### src/rtl/pwm_bank_pkg.sv
package pwm_bank_pkg;
   typedef enum logic [1:0] {
      SEL_CTRL = 2'd0,
      SEL_DUTY = 2'd1,
      SEL_PER  = 2'd2,
      SEL_NONE = 2'd3
   } reg_sel_e;
endpackage

### src/rtl/pwm_chan_regs.sv
module pwm_chan_regs
   import pwm_bank_pkg::*;
#(
   parameter int PRE_W  = 6,
   parameter int CNT_W  = 10,
   parameter int DATA_W = 32
) (
   input  logic              clk,
   input  logic              rst_n,
   input  logic              en_i,
   input  logic              wr_i,
   input  reg_sel_e          sel_i,
   input  logic [DATA_W-1:0] wdata_i,
   output logic [DATA_W-1:0] rd_o,
   output logic [PRE_W-1:0]  cfg_pre_o,
   output logic              cfg_hard_o,
   output logic [CNT_W-1:0]  cfg_dc_o,
   output logic              cfg_full_o,
   output logic [CNT_W-1:0]  cfg_pv_o
);
   localparam int CTRL_W = PRE_W + 1;
   localparam int DUTY_W = CNT_W + 1;

   if (DATA_W <= DUTY_W || DATA_W <= CTRL_W) begin : g_bad_width
      $error("pwm_chan_regs: DATA_W too narrow for the fields");
   end

   logic [CTRL_W-1:0] ctrl_q;
   logic [DUTY_W-1:0] duty_q;
   logic [CNT_W-1:0]  per_q;
   logic              unused_wbits;

   assign unused_wbits = ^wdata_i[DATA_W-1:DUTY_W];

   always_ff @(posedge clk or negedge rst_n) begin
      if (!rst_n) begin
         ctrl_q <= '0;
         duty_q <= '0;
         per_q  <= '0;
      end else if (wr_i && en_i) begin
         unique case (sel_i)
            SEL_CTRL: ctrl_q <= wdata_i[CTRL_W-1:0];
            SEL_DUTY: duty_q <= wdata_i[DUTY_W-1:0];
            SEL_PER:  per_q  <= wdata_i[CNT_W-1:0];
            default:  ;
         endcase
      end
   end

   always_comb begin
      rd_o = '0;
      unique case (sel_i)
         SEL_CTRL: rd_o[CTRL_W-1:0] = ctrl_q;
         SEL_DUTY: rd_o[DUTY_W-1:0] = duty_q;
         SEL_PER:  rd_o[CNT_W-1:0]  = per_q;
         default:  rd_o = '0;
      endcase
   end

   assign cfg_pre_o  = ctrl_q[PRE_W-1:0];
   assign cfg_hard_o = ctrl_q[PRE_W];
   assign cfg_dc_o   = duty_q[CNT_W-1:0];
   assign cfg_full_o = duty_q[CNT_W];
   assign cfg_pv_o   = per_q;

   AST_WR_BLOCKED: assert property (@(posedge clk) disable iff (!rst_n)
      !en_i |=> $stable({ctrl_q, duty_q, per_q}));
endmodule

### src/rtl/pwm_chan_engine.sv
module pwm_chan_engine #(
   parameter int PRE_W = 6,
   parameter int CNT_W = 10
) (
   input  logic             clk,
   input  logic             rst_n,
   input  logic             en_i,
   input  logic [PRE_W-1:0] cfg_pre_i,
   input  logic             cfg_hard_i,
   input  logic [CNT_W-1:0] cfg_dc_i,
   input  logic             cfg_full_i,
   input  logic [CNT_W-1:0] cfg_pv_i,
   output logic             out_o
);
   logic             run_q;
   logic [PRE_W-1:0] pre_q, act_pre;
   logic [CNT_W-1:0] per_q, act_pv, act_dc;
   logic             act_full;
   logic             tick, last;

   assign tick = (pre_q == act_pre);
   assign last = tick && (per_q == act_pv);

   always_ff @(posedge clk or negedge rst_n) begin
      if (!rst_n) begin
         run_q    <= 1'b0;
         pre_q    <= '0;
         per_q    <= '0;
         act_pre  <= '0;
         act_pv   <= '0;
         act_dc   <= '0;
         act_full <= 1'b0;
      end else if (!run_q) begin
         pre_q <= '0;
         per_q <= '0;
         if (en_i) begin
            run_q    <= 1'b1;
            act_pre  <= cfg_pre_i;
            act_pv   <= cfg_pv_i;
            act_dc   <= cfg_dc_i;
            act_full <= cfg_full_i;
         end
      end else if (!en_i && cfg_hard_i) begin
         run_q <= 1'b0;
         pre_q <= '0;
         per_q <= '0;
      end else if (tick) begin
         pre_q <= '0;
         if (last) begin
            per_q    <= '0;
            act_pre  <= cfg_pre_i;
            act_pv   <= cfg_pv_i;
            act_dc   <= cfg_dc_i;
            act_full <= cfg_full_i;
            if (!en_i) run_q <= 1'b0;
         end else begin
            per_q <= per_q + 1'b1;
         end
      end else begin
         pre_q <= pre_q + 1'b1;
      end
   end

   assign out_o = run_q && (act_full || (per_q < act_dc));

   AST_HARD_STOP: assert property (@(posedge clk) disable iff (!rst_n)
      (run_q && !en_i && cfg_hard_i) |=> !out_o);
   AST_SOFT_DRAIN: assert property (@(posedge clk) disable iff (!rst_n)
      (run_q && !en_i && !cfg_hard_i && !last) |=> run_q);
   AST_SHADOW_HOLD: assert property (@(posedge clk) disable iff (!rst_n)
      (run_q && !last) |=> $stable({act_pre, act_pv, act_dc, act_full}));
   AST_PRE_BOUND: assert property (@(posedge clk) disable iff (!rst_n)
      pre_q <= act_pre);
   AST_PER_BOUND: assert property (@(posedge clk) disable iff (!rst_n)
      per_q <= act_pv);
endmodule

### src/rtl/pwm_bank.sv
module pwm_bank
   import pwm_bank_pkg::*;
#(
   parameter int NUM_CH = 2,
   parameter int PRE_W  = 6,
   parameter int CNT_W  = 10,
   parameter int DATA_W = 32
) (
   input  logic              clk,
   input  logic              rst_n,
   input  logic [NUM_CH-1:0] ch_en,
   input  logic              wr_en,
   input  logic [4:0]        addr,
   input  logic [DATA_W-1:0] wdata,
   output logic [DATA_W-1:0] rdata,
   output logic [NUM_CH-1:0] pwm_out
);
   localparam int CH_BIT = 4;

   if (NUM_CH < 1 || NUM_CH > 2) begin : g_bad_ch
      $error("pwm_bank: NUM_CH must be 1 or 2");
   end
   if (PRE_W < 1 || CNT_W < 1) begin : g_bad_cnt
      $error("pwm_bank: counter widths must be positive");
   end

   reg_sel_e          sel;
   logic              ch_sel;
   logic [1:0]        unused_abits;
   logic [DATA_W-1:0] rd_arr [NUM_CH];

   assign sel          = reg_sel_e'(addr[3:2]);
   assign ch_sel       = addr[CH_BIT];
   assign unused_abits = addr[1:0];

   for (genvar i = 0; i < NUM_CH; i++) begin : g_ch
      logic [PRE_W-1:0] c_pre;
      logic             c_hard;
      logic [CNT_W-1:0] c_dc;
      logic             c_full;
      logic [CNT_W-1:0] c_pv;

      pwm_chan_regs #(.PRE_W(PRE_W), .CNT_W(CNT_W), .DATA_W(DATA_W)) regs_i (
         .clk        (clk),
         .rst_n      (rst_n),
         .en_i       (ch_en[i]),
         .wr_i       (wr_en && (ch_sel == 1'(i))),
         .sel_i      (sel),
         .wdata_i    (wdata),
         .rd_o       (rd_arr[i]),
         .cfg_pre_o  (c_pre),
         .cfg_hard_o (c_hard),
         .cfg_dc_o   (c_dc),
         .cfg_full_o (c_full),
         .cfg_pv_o   (c_pv)
      );

      pwm_chan_engine #(.PRE_W(PRE_W), .CNT_W(CNT_W)) eng_i (
         .clk        (clk),
         .rst_n      (rst_n),
         .en_i       (ch_en[i]),
         .cfg_pre_i  (c_pre),
         .cfg_hard_i (c_hard),
         .cfg_dc_i   (c_dc),
         .cfg_full_i (c_full),
         .cfg_pv_i   (c_pv),
         .out_o      (pwm_out[i])
      );
   end

   always_comb begin
      rdata = '0;
      for (int i = 0; i < NUM_CH; i++) begin
         if (ch_sel == 1'(i)) rdata = rd_arr[i];
      end
   end
endmodule

### config.mk
export PLATFORM = sky130hd
export DESIGN_NAME = pwm_bank
export DESIGN_NICKNAME = d
export VERILOG_FILES = /design/src/rtl/pwm_bank_pkg.sv /design/src/rtl/pwm_chan_regs.sv /design/src/rtl/pwm_chan_engine.sv /design/src/rtl/pwm_bank.sv
export SDC_FILE = /design/constraint.sdc
export NUM_CORES = 1
export LEC_CHECK = 0
export ABC_CLOCK_PERIOD_IN_PS = 6200
export BUFFER_PORTS_ARGS = -buffer_cell sky130_fd_sc_hd__buf_2
export CAP_MARGIN = 20
export CORE_MARGIN = 3
export CORE_UTILIZATION = 45
export CTS_CLUSTER_SIZE = 25
export DETAILED_ROUTE_END_ITERATION = 8
export PLACE_DENSITY_LB_ADDON = 0.25
export SYNTH_ARGS = -nofsm -noshare
export SYNTH_HDL_FRONTEND = slang
export SYNTH_SLANG_ARGS = --single-unit
### constraint.sdc
create_clock -name clk -period 6.2 [get_ports clk]
set_clock_uncertainty 0.05 [all_clocks]
set_input_delay 1.55 -clock clk [delete_from_list [all_inputs] [get_ports clk]]
set_output_delay 1.55 -clock clk [all_outputs]
set_load 0.01 [all_outputs]
=== Yosys cells after proc, flatten, opt, wreduce, memory -nomap -nowiden ===
Index checks and enable logic that the tools add are counted.
Widths: inputs -> output; s select.

* Word-level logic and storage cells: 137
* Register bits: 144
* Input port bits: 42
* Output and inout port bits: 34

* Multiplexer cells: 71
* Magnitude comparators: 2
* Bitwise logic cells: 1
* Reduce and logical (&&, ||, !) cells: 25
* Equal/unequal tests: 14
* Add/subtract/negate cells: 4

{| class="wikitable"
|+ Operators by type and width
! kind !! number
|-
| $mux 10 || 28
|-
| $mux 6 || 16
|-
| $pmux 7 s3 || 2
|-
| $mux 1 || 22
|-
| $add 10x1->10 const B || 2
|-
| $eq 10x10->1 || 2
|-
| $lt 10x10->1 || 2
|-
| $add 6x1->6 const B || 2
|-
| $eq 6x6->1 || 2
|-
| $ne 2x2->1 const B || 6
|-
| $pmux 3 s2 || 2
|-
| $reduce_and 2->1 || 6
|-
| $mux 11 || 1
|-
| $logic_and 1x1->1 || 10
|-
| $reduce_and 4->1 || 2
|-
| $ne 3x3->1 const B || 2
|-
| $reduce_bool 2->1 || 2
|-
| $eq 2x1->1 const B || 1
|-
| $eq 2x2->1 const B || 1
|-
| $logic_not 1->1 || 2
|-
| $logic_not 2->1 || 1
|-
| $logic_or 1x1->1 || 2
|-
| $not 1->1 || 1
|}

=== Depth between registers and ports, before layout ===
Gate-level depths: netlist of the first run.

* Word-level depth: 6
* Depth in mapped cells: 8

=== By module ===
Synthesis of the first run repeated with hierarchy kept, for this count alone.

* Cell total of the unflattened synthesis: 946
* Area, all modules: 10298.6 sq um

{| class="wikitable"
|+ By module, submodules not included
! module !! seq. area each (sq um) !! times used !! cells each !! area each (sq um)
|-
| pwm_chan_engine || 1101.1 || 2 || 341 || 3424.5
|-
| pwm_chan_regs || 700.7 || 2 || 113 || 1452.6
|-
| pwm_bank || 0.0 || 1 || 38 || 544.3
|}

=== Worst setup path after synthesis of the first run ===
OpenSTA, ideal clock, no wires.

* Kind: input to output
* Start: input port addr[2]
* End: output port rdata[7]
* Cell stages on the path: 6
* Arrival: 2874 ps
* Path slack: 1726 ps
* Data required time: 4600 ps
* Cell sequence: inv_1 ha_1 clkbuf_1 buf_1 a22oi_1 a211oi_1

* Cells in the longest elaborated chain, start to end: 3
* Elaborated cells between the ends (all ways): 5
* Classes of those cells: eq/ne (2); mux (3)

{| class="wikitable"
|+ Ends and longest elaborated chain
! item !! RTL line !! text
|-
| start, declared || pwm_bank.sv:13 || <nowiki>input logic [4:0] addr,</nowiki>
|-
| $eq 2x2->1 / $eq 2x1->1 (equally long branches) || pwm_chan_regs.sv:52 || <nowiki>unique case (sel_i)</nowiki>
|-
| $pmux 3 s2 || pwm_chan_regs.sv:52 ||
|-
| $mux 11 * || pwm_bank.sv:74 || <nowiki>if (ch_sel == 1'(i)) rdata = rd_arr[i];</nowiki>
|-
| end, declared || pwm_bank.sv:15 || <nowiki>output logic [DATA_W-1:0] rdata,</nowiki>
|}

Mark *: on every way between the ends. The rest lies on a longest branch, timed or not.

=== Worst setup path in the final report of the first run ===
* Start: input port addr[2]
* End: output port rdata[4]

* Cells in the longest elaborated chain, start to end: 3
* Elaborated cells between the ends (all ways): 6
* Classes of those cells: eq/ne (2); mux (3); reduce/logical (1)

{| class="wikitable"
|+ Ends and longest elaborated chain
! item !! RTL line
|-
| $eq 2x2->1 (tied with other cells) || pwm_chan_regs.sv:52
|-
| $pmux 7 s3 || pwm_chan_regs.sv:52
|-
| $mux 11 * || pwm_bank.sv:74
|}

Marked as above.

==> results of run 1 <==
==> synthesized netlist by cell type, types with 2 or more instances <==
cell type,n,area (um^2)
or2_1,2,12.51
o21ai_0,65,325.3
ha_1,26,325.3
xnor2_1,16,140.1
o2111ai_1,2,17.52
a21oi_1,13,65.06
buf_4,23,172.7
mux2_2,56,630.6
dfrtp_1,144,3603
nand2b_1,2,12.51
and3_1,10,62.56
o311ai_0,16,140.1
inv_1,25,93.84
a21o_1,43,322.8
o21ai_1,2,10.01
buf_2,12,60.06
xor2_1,24,210.2
nand4_1,12,75.07
nor3b_1,55,412.9
nor2b_1,3,18.77
a311oi_1,7,61.31
nor4_1,2,12.51
nor4_2,4,50.05
o311ai_1,38,332.8
clkbuf_1,63,236.5
buf_1,3,11.26
nor2_1,19,71.32
buf_6,2,22.52
nand3b_1,2,15.01
and2_1,19,118.9
a221oi_1,22,192.7
nand2_1,45,168.9
nor3_1,7,35.03
a22o_1,7,61.31
a31oi_1,44,275.3
nand4b_1,6,52.55
a211oi_1,11,82.58
nand3_1,81,405.4
a22oi_1,10,75.07
==> layer usage <==
metal	part of all wire [%]	wire length, um	GRT usage, %	vias to the layer above
li1	-	-	-	3547
met1	50	11390	33.52	3713
met2	45	10180	31.54	206
met3	4.3	990	3.250	24
met4	1.4	311	5.635	0
met5	0	0	0	-
==> metrics by stage <==
step / instances / hold WS (ns) / worst slack, ns / instance area, um^2 / utilization, %
after detailed placement: 1178 / 0.4590 / 1.369 / 9244 / 47.03
after global placement: 1178 / 0.4563 / 1.380 / 9244 / 47.03
after CTS: 1210 / 0.4697 / 1.365 / 9797 / 49.85
after global routing: 1210 / 0.4926 / 1.210 / 9797 / 49.85
after floorplan: 971 / 0.4217 / 1.726 / 9136 / -
final: 1210 / 0.4697 / 1.263 / 9797 / 49.85
==> critical path, delay by kind of cell <==
family,cells,cell delay [ns]
adders and majority gates,1,0.64
AOI/OAI and AO/OA,3,0.73
buffers and inverters,3,0.40
==> final cells by class <==
cell class                      count  area share [%]
Clock buffer                       20           4.764
Clock inverter                     12          0.8812
Inverter                           25          0.9579
Multi-Input combinational cell    699           50.49
Sequential cell                   144           36.81
Tap cell                          265           3.384
Timing Repair Buffer               45           2.720
==> state kept, by name, indices dropped and copies added (netlist names) <==
name,count
g_ch.eng_i.run_q,2
g_ch.regs_i.ctrl_q,14
g_ch.eng_i.per_q,20
g_ch.eng_i.act_dc,20
g_ch.eng_i.act_pre,12
g_ch.regs_i.duty_q,22
g_ch.eng_i.pre_q,12
g_ch.eng_i.act_pv,20
g_ch.regs_i.cfg_pv_o,20
g_ch.eng_i.act_full,2
==> power by group through the flow <==
stage                     combinational, mW  sequential (mW)  clock (mW)
after floorplan                       0.535             1.20           0
after global placement                0.643             1.28           0
after detailed placement              0.657             1.29           0
after CTS                             0.659             1.27       0.980
after global routing                  0.745             1.29        1.02
final                                 0.659             1.27       0.961
==> cell families after synthesis <==
family / count (synthesis) / share of synthesized area (%)
compound gates: 284 / 22.02
xor+xnor: 40 / 3.866
fa+ha+maj: 26 / 3.590
buf+inv: 128 / 6.587
flops: 144 / 39.77
mux: 57 / 7.070
other cells: 1 / 0.04139
simple gates: 271 / 17.05
==> worst max path at each step <==
stage               endpoint  slack, ns  cells past startpoint
finish              rdata[4]       1.26                      7
floorplan           rdata[7]       1.73                      6
global placement    rdata[6]       1.38                      7
global route        rdata[4]       1.21                      6
detailed placement  rdata[4]       1.37                      7
CTS                 rdata[4]       1.37                      7
==> reports/qor.txt, run 1 <==
run status: completed
final setup violation count: 0
YS warnings: 0
number of enable-type register cells in the synthesized netlist: 0
Cells after Synth: 951
initial antenna violation count: 0
Detailed Route WL: 22870 um
TritonCTS clock tree: yes
layout filler cell count: 1844
IR Drop Worst-Case VDD: 0.2162 mV
commonest cells after routing, fill and taps aside: 142 x dfrtp_1, 79 x nand3_1, 65 x o21ai_0
GPL Wtd Cong: 0.8499
CP max stage cell: ha_1
maximum root-to-sink buffer count: 2
number of DRC markers after the initial detailed-route iteration: 593
min cycle time layout: 4.937 ns
largest net degree at the start of global routing: 100
switching portion of total power: 32.81%
pwr/cell area: 295.3 nW/um^2
ratio of cells with drive above 1 in the final layout: 15.13%
Storage cell area: 3606 um^2
hold wc startpoint: g_ch[1].eng_i.pre_q[0]
type of the most critical hold path: register to register
Overall Power: 2.893 mW
overall routing resource usage: 21.60%
residual DRC count: 0
hold depth: 1
Avg Vias per Cell: 6.190
post-CTS clock slew at the launch and capture registers of the worst setup and hold paths: 0.06 ns
via count of the first global-routing pass: 6917
most prevalent standard cell on the critical path: buf_2
worst slew margin relative to its limit: 35.01%
RSZ-0062 raised after global routing: false
final max-slew violation count: 0
launch instance of the worst register-to-register path: g_ch[1].eng_i.per_q[8]
worst-path cell chain: buf_2, inv_1, ha_1, a22o_1, a211oi_1, a311oi_1, buf_2
via count of the routed design: 7490
sequential-to-total area share from yosys stat: 39.77%
Post-CTS Repair Setup Buffers: 0
core region area: 19650 um^2
maximum clock frequency: 0.2026 GHz
worst stage delay on the critical path: 0.64 ns
total iterations of the first detailed-routing run: 5
port bufs: 31
net switching power of the design: 949.1 uW
critical path start-end classification: input port to primary output
netlist area before placement: 9061 um^2
count of antenna-violating nets left after detailed routing: 0
total grt overflow: 0
hold buffers post-CTS: 0
number of buffers inserted during clock tree synthesis: 17
slack of the worst reg-to-reg path: 3.54 ns
Chip Width: 147.9 um
clock sinks: 144
count of state elements after synthesis: 144
number of cells upsized or downsized after cts: 0
Die H: 147.9 um
average wire per cell in the routed design: 18.90 um
Combinational Power Share: 22.8%
first-pass GRT wire length: 38190 um
setup tns final: 0 ns
reported leakage power: 4.345 nW
master cell of the clock root buffer: clkbuf_16
Internal Power: 1.944 mW
Final nets: 1000
number of levels in the clock H-tree: 4
crit-path max FO: 22
final hold violation count: 0
clock latency on the worst-skew pair: 0.42 ns
launching element type of the critical path: input port
FF-to-FF End: g_ch[1].eng_i.act_pre[2]
fraction of registers with async set or reset after synthesis: 100.0%
number of inserted diodes: 0
area growth from synthesis to layout: 8.119%
area of the die: 21870 um^2
Unique masters post-synth: 47
Critical Path End Type: primary output
most common library cell in the layout ignoring fill and taps: dfrtp_1
Synth Area per Inst: 9.528 um^2
fin crit share: 79.63%
initial core utilization: 46.10%
hold endpoint: g_ch[1].eng_i.pre_q[0]
Critical Path AT: 3.34 ns
sequential cell fraction of total power: 44.0%
critical path startpoint: addr[2]
half-perimeter wire length after placement: 14900 um
most instantiated flip-flop cell in the synthesis netlist: dfrtp_1
area used by multi-input combinational logic: 4946 um^2
transition at the pin with the smallest max-transition slack: 0.9737 ns
number of placement rows: 51
share of total power in the clock network: 33.2%
cell depth of the worst flop-to-flop path: 5
worst path required time: 4.60 ns
top-level port count: 76
max capacitance violation total: 0
Power figures use the tool's default switching activity.
==> run 2, diff against run 1 <==
--- a/config.mk
+++ b/config.mk
@@ -5,7 +5,7 @@
 export SDC_FILE = /design/constraint.sdc
 export NUM_CORES = 1
 export LEC_CHECK = 0
-export ABC_CLOCK_PERIOD_IN_PS = 6200
+export ABC_CLOCK_PERIOD_IN_PS = 5000
 export BUFFER_PORTS_ARGS = -buffer_cell sky130_fd_sc_hd__buf_2
 export CAP_MARGIN = 20
 export CORE_MARGIN = 3
==> constraint.sdc (replaced) <==
create_clock -name clk -period 5 [get_ports clk]
set_clock_uncertainty 0.05 [all_clocks]
set_input_delay 1.25 -clock clk [delete_from_list [all_inputs] [get_ports clk]]
set_output_delay 1.25 -clock clk [all_outputs]
set_load 0.01 [all_outputs]
==> run 2 against run 1 <==
Global-route usage is 0.32 points higher. Combinational power is 23% higher. Sequential share of layout area is 0.052 points lower. Critical path depth stayed put. Final cell count is 0.17% higher. Critical endpoint is now rdata[1]. Largest power group unchanged.
==> reports/qor.txt, run 2 (synthesized netlist as in run 1, its figures left out) <==
run status: completed (unchanged)
commonest cells after routing, fill and taps aside: 142 x dfrtp_1, 79 x nand3_1, 65 x o21ai_0 (unchanged)
sequential cell fraction of total power: 44.8% (was 44.0%)
worst-path cell chain: buf_2, inv_1, ha_1, buf_4, nand2_1, a311oi_1, buf_2 (was buf_2, inv_1, ha_1, a22o_1, a211oi_1, a311oi_1, buf_2)
initial core utilization: 46.10% (unchanged)
Detailed Route WL: 23260 um (was 22870 um)
worst slew margin relative to its limit: 26.93% (was 35.01%)
min cycle time layout: 4.080 ns
average wire per cell in the routed design: 19.19 um (was 18.90 um)
critical path startpoint: addr[2] (unchanged)
Die H: 147.9 um (unchanged)
overall routing resource usage: 21.92% (was 21.60%)
switching portion of total power: 33.08% (was 32.81%)
core region area: 19650 um^2 (unchanged)
net switching power of the design: 1.179 mW (was 949.1 uW)
Avg Vias per Cell: 6.131 (was 6.190)
layout filler cell count: 1856 (was 1844)
Final nets: 1003 (was 1000)
CP max stage cell: ha_1 (unchanged)
Post-CTS Repair Setup Buffers: 0 (unchanged)
number of levels in the clock H-tree: 4 (unchanged)
final max-slew violation count: 0 (unchanged)
IR Drop Worst-Case VDD: 0.2689 mV (was 0.2162 mV)
launch instance of the worst register-to-register path: g_ch[0].eng_i.per_q[6] (was g_ch[1].eng_i.per_q[8])
master cell of the clock root buffer: clkbuf_16 (unchanged)
maximum root-to-sink buffer count: 2 (unchanged)
count of antenna-violating nets left after detailed routing: 0 (unchanged)
number of placement rows: 51 (unchanged)
transition at the pin with the smallest max-transition slack: 1.092 ns (was 0.9737 ns)
number of buffers inserted during clock tree synthesis: 17 (unchanged)
Combinational Power Share: 22.7% (was 22.8%)
reported leakage power: 4.346 nW (was 4.345 nW)
residual DRC count: 0 (unchanged)
via count of the routed design: 7431 (was 7490)
Critical Path AT: 2.78 ns (was 3.34 ns)
most prevalent standard cell on the critical path: buf_2 (unchanged)
top-level port count: 76 (unchanged)
RSZ-0062 raised after global routing: false (unchanged)
hold buffers post-CTS: 0 (unchanged)
share of total power in the clock network: 32.4% (was 33.2%)
number of inserted diodes: 0 (unchanged)
most common library cell in the layout ignoring fill and taps: dfrtp_1 (unchanged)
type of the most critical hold path: register to register (unchanged)
via count of the first global-routing pass: 7070 (was 6917)
top register by number of flip-flops: g_ch.regs_i.duty_q (unchanged)
Layout Cell Area excl Fill: 9811 um^2 (was 9797 um^2)
worst stage delay on the critical path: 0.46 ns (was 0.64 ns)
ratio of cells with drive above 1 in the final layout: 15.31% (was 15.13%)
largest net degree at the start of global routing: 91 (was 100)
area of the die: 21870 um^2 (unchanged)
setup tns final: 0 ns (unchanged)
Critical Path End Type: primary output (unchanged)
launching element type of the critical path: input port (unchanged)
instance area at placement: 9279 um^2 (was 9244 um^2)
GPL Wtd Cong: 0.8244 (was 0.8499)
number of DRC markers after the initial detailed-route iteration: 759 (was 593)
number of cells upsized or downsized after cts: 0 (unchanged)
port bufs: 31 (unchanged)
initial antenna violation count: 0 (unchanged)
area growth from synthesis to layout: 8.271% (was 8.119%)
worst path required time: 3.70 ns (was 4.60 ns)
max capacitance violation total: 0 (unchanged)
hold wc startpoint: g_ch[1].eng_i.pre_q[0] (unchanged)
fin crit share: 81.60%
pwr/cell area: 363.2 nW/um^2 (was 295.3 nW/um^2)
total iterations of the first detailed-routing run: 5 (unchanged)
max FFs per register: 22 (unchanged)
clock latency on the worst-skew pair: 0.42 ns (about the same)
Internal Power: 2.384 mW (was 1.944 mW)
crit-path max FO: 14 (was 22)
total grt overflow: 0 (unchanged)
post-CTS clock slew at the launch and capture registers of the worst setup and hold paths: 0.06 ns (about the same)
final hold violation count: 0 (unchanged)
Chip Width: 147.9 um (unchanged)
final setup violation count: 0 (unchanged)
maximum clock frequency: 0.2451 GHz
clock sinks: 144 (unchanged)
critical path start-end classification: input port to primary output (unchanged)
TritonCTS clock tree: yes (unchanged)
smallest hold slack: 0.4659 ns (was 0.4697 ns)
first-pass GRT wire length: 38760 um (was 38190 um)
half-perimeter wire length after placement: 15300 um (was 14900 um)
[run 2: cell count changes in the layout (fill, tap and decap cells not counted)]
cell,before,now
clkinvlp_4,3,5
buf_12,0,1
clkinv_4,4,3
buf_4,14,16
clkbuf_8,3,1
[run 2: final cells by class]
| type | count | area, um^2 | area share (%) |
|---|---|---|---|
| tap | 265 | 331.6 | 3.380 |
| clock buffer | 18 | 439.2 | 4.476 |
| sequential | 144 | 3606 | 36.76 |
| timing repair buffer | 48 | 301.5 | 3.074 |
| multi-input combinational | 699 | 4946 | 50.41 |
| clock inverter | 13 | 92.59 | 0.9438 |
| inverter | 25 | 93.84 | 0.9565 |
[run 2: path summary, 6_finish.rpt]
path / end / slack [ns] / cells past startpoint
min in group asynchronous: g_ch[1].eng_i.per_q[7] / 0.84 / 1
worst max register to register: g_ch[0].eng_i.act_pre[5] / 2.29 / 5
max in group asynchronous: g_ch[1].eng_i.act_pv[5] / 3.23 / 2
worst min-delay path: g_ch[1].eng_i.pre_q[0] / 0.47 / 1
worst min register to register: g_ch[1].eng_i.pre_q[0] / 0.47 / 1
worst max-delay path: rdata[1] / 0.92 / 7
[run 2: routing by layer]
| layer | vias up | share of wire (%) | GRT usage, % |
|---|---|---|---|
| met5 | - | 0 | 0 |
| met4 | 0 | 1.2 | 5.635 |
| met3 | 17 | 4.8 | 3.863 |
| met2 | 192 | 45 | 32.21 |
| met1 | 3680 | 49 | 33.52 |
| li1 | 3542 | - | - |
[run 2: power groups by stage]
stage               logic (mW)  registers (mW)  clock network [mW]
floorplan                0.664            1.49                   0
global placement         0.785            1.61                   0
detailed placement       0.805            1.61                   0
CTS                      0.809            1.59                1.18
global route             0.916            1.63                1.23
finish                   0.810            1.60                1.16
[run 2: through the flow]
step / std cells / power (mW) / worst slack [ns] / utilization (%)
final: 1212 / 3.563 / 0.9198 / 49.92
after global routing: 1212 / 3.770 / 0.7428 / 49.92
after CTS: 1212 / 3.584 / 0.9582 / 49.92
after detailed placement: 1181 / 2.417 / 0.9716 / 47.21
after global placement: 1181 / 2.396 / 0.9506 / 47.21
after floorplan: 971 / 2.155 / 1.126 / -
[run 2: worst max-delay path, delay by kind of cell]
kind / cells / cell delay [ns]
adders and majority gates: 1 / 0.46
and+or+nand+nor: 1 / 0.07
buffers and inverters: 4 / 0.65
AOI/OAI and AO/OA: 1 / 0.35
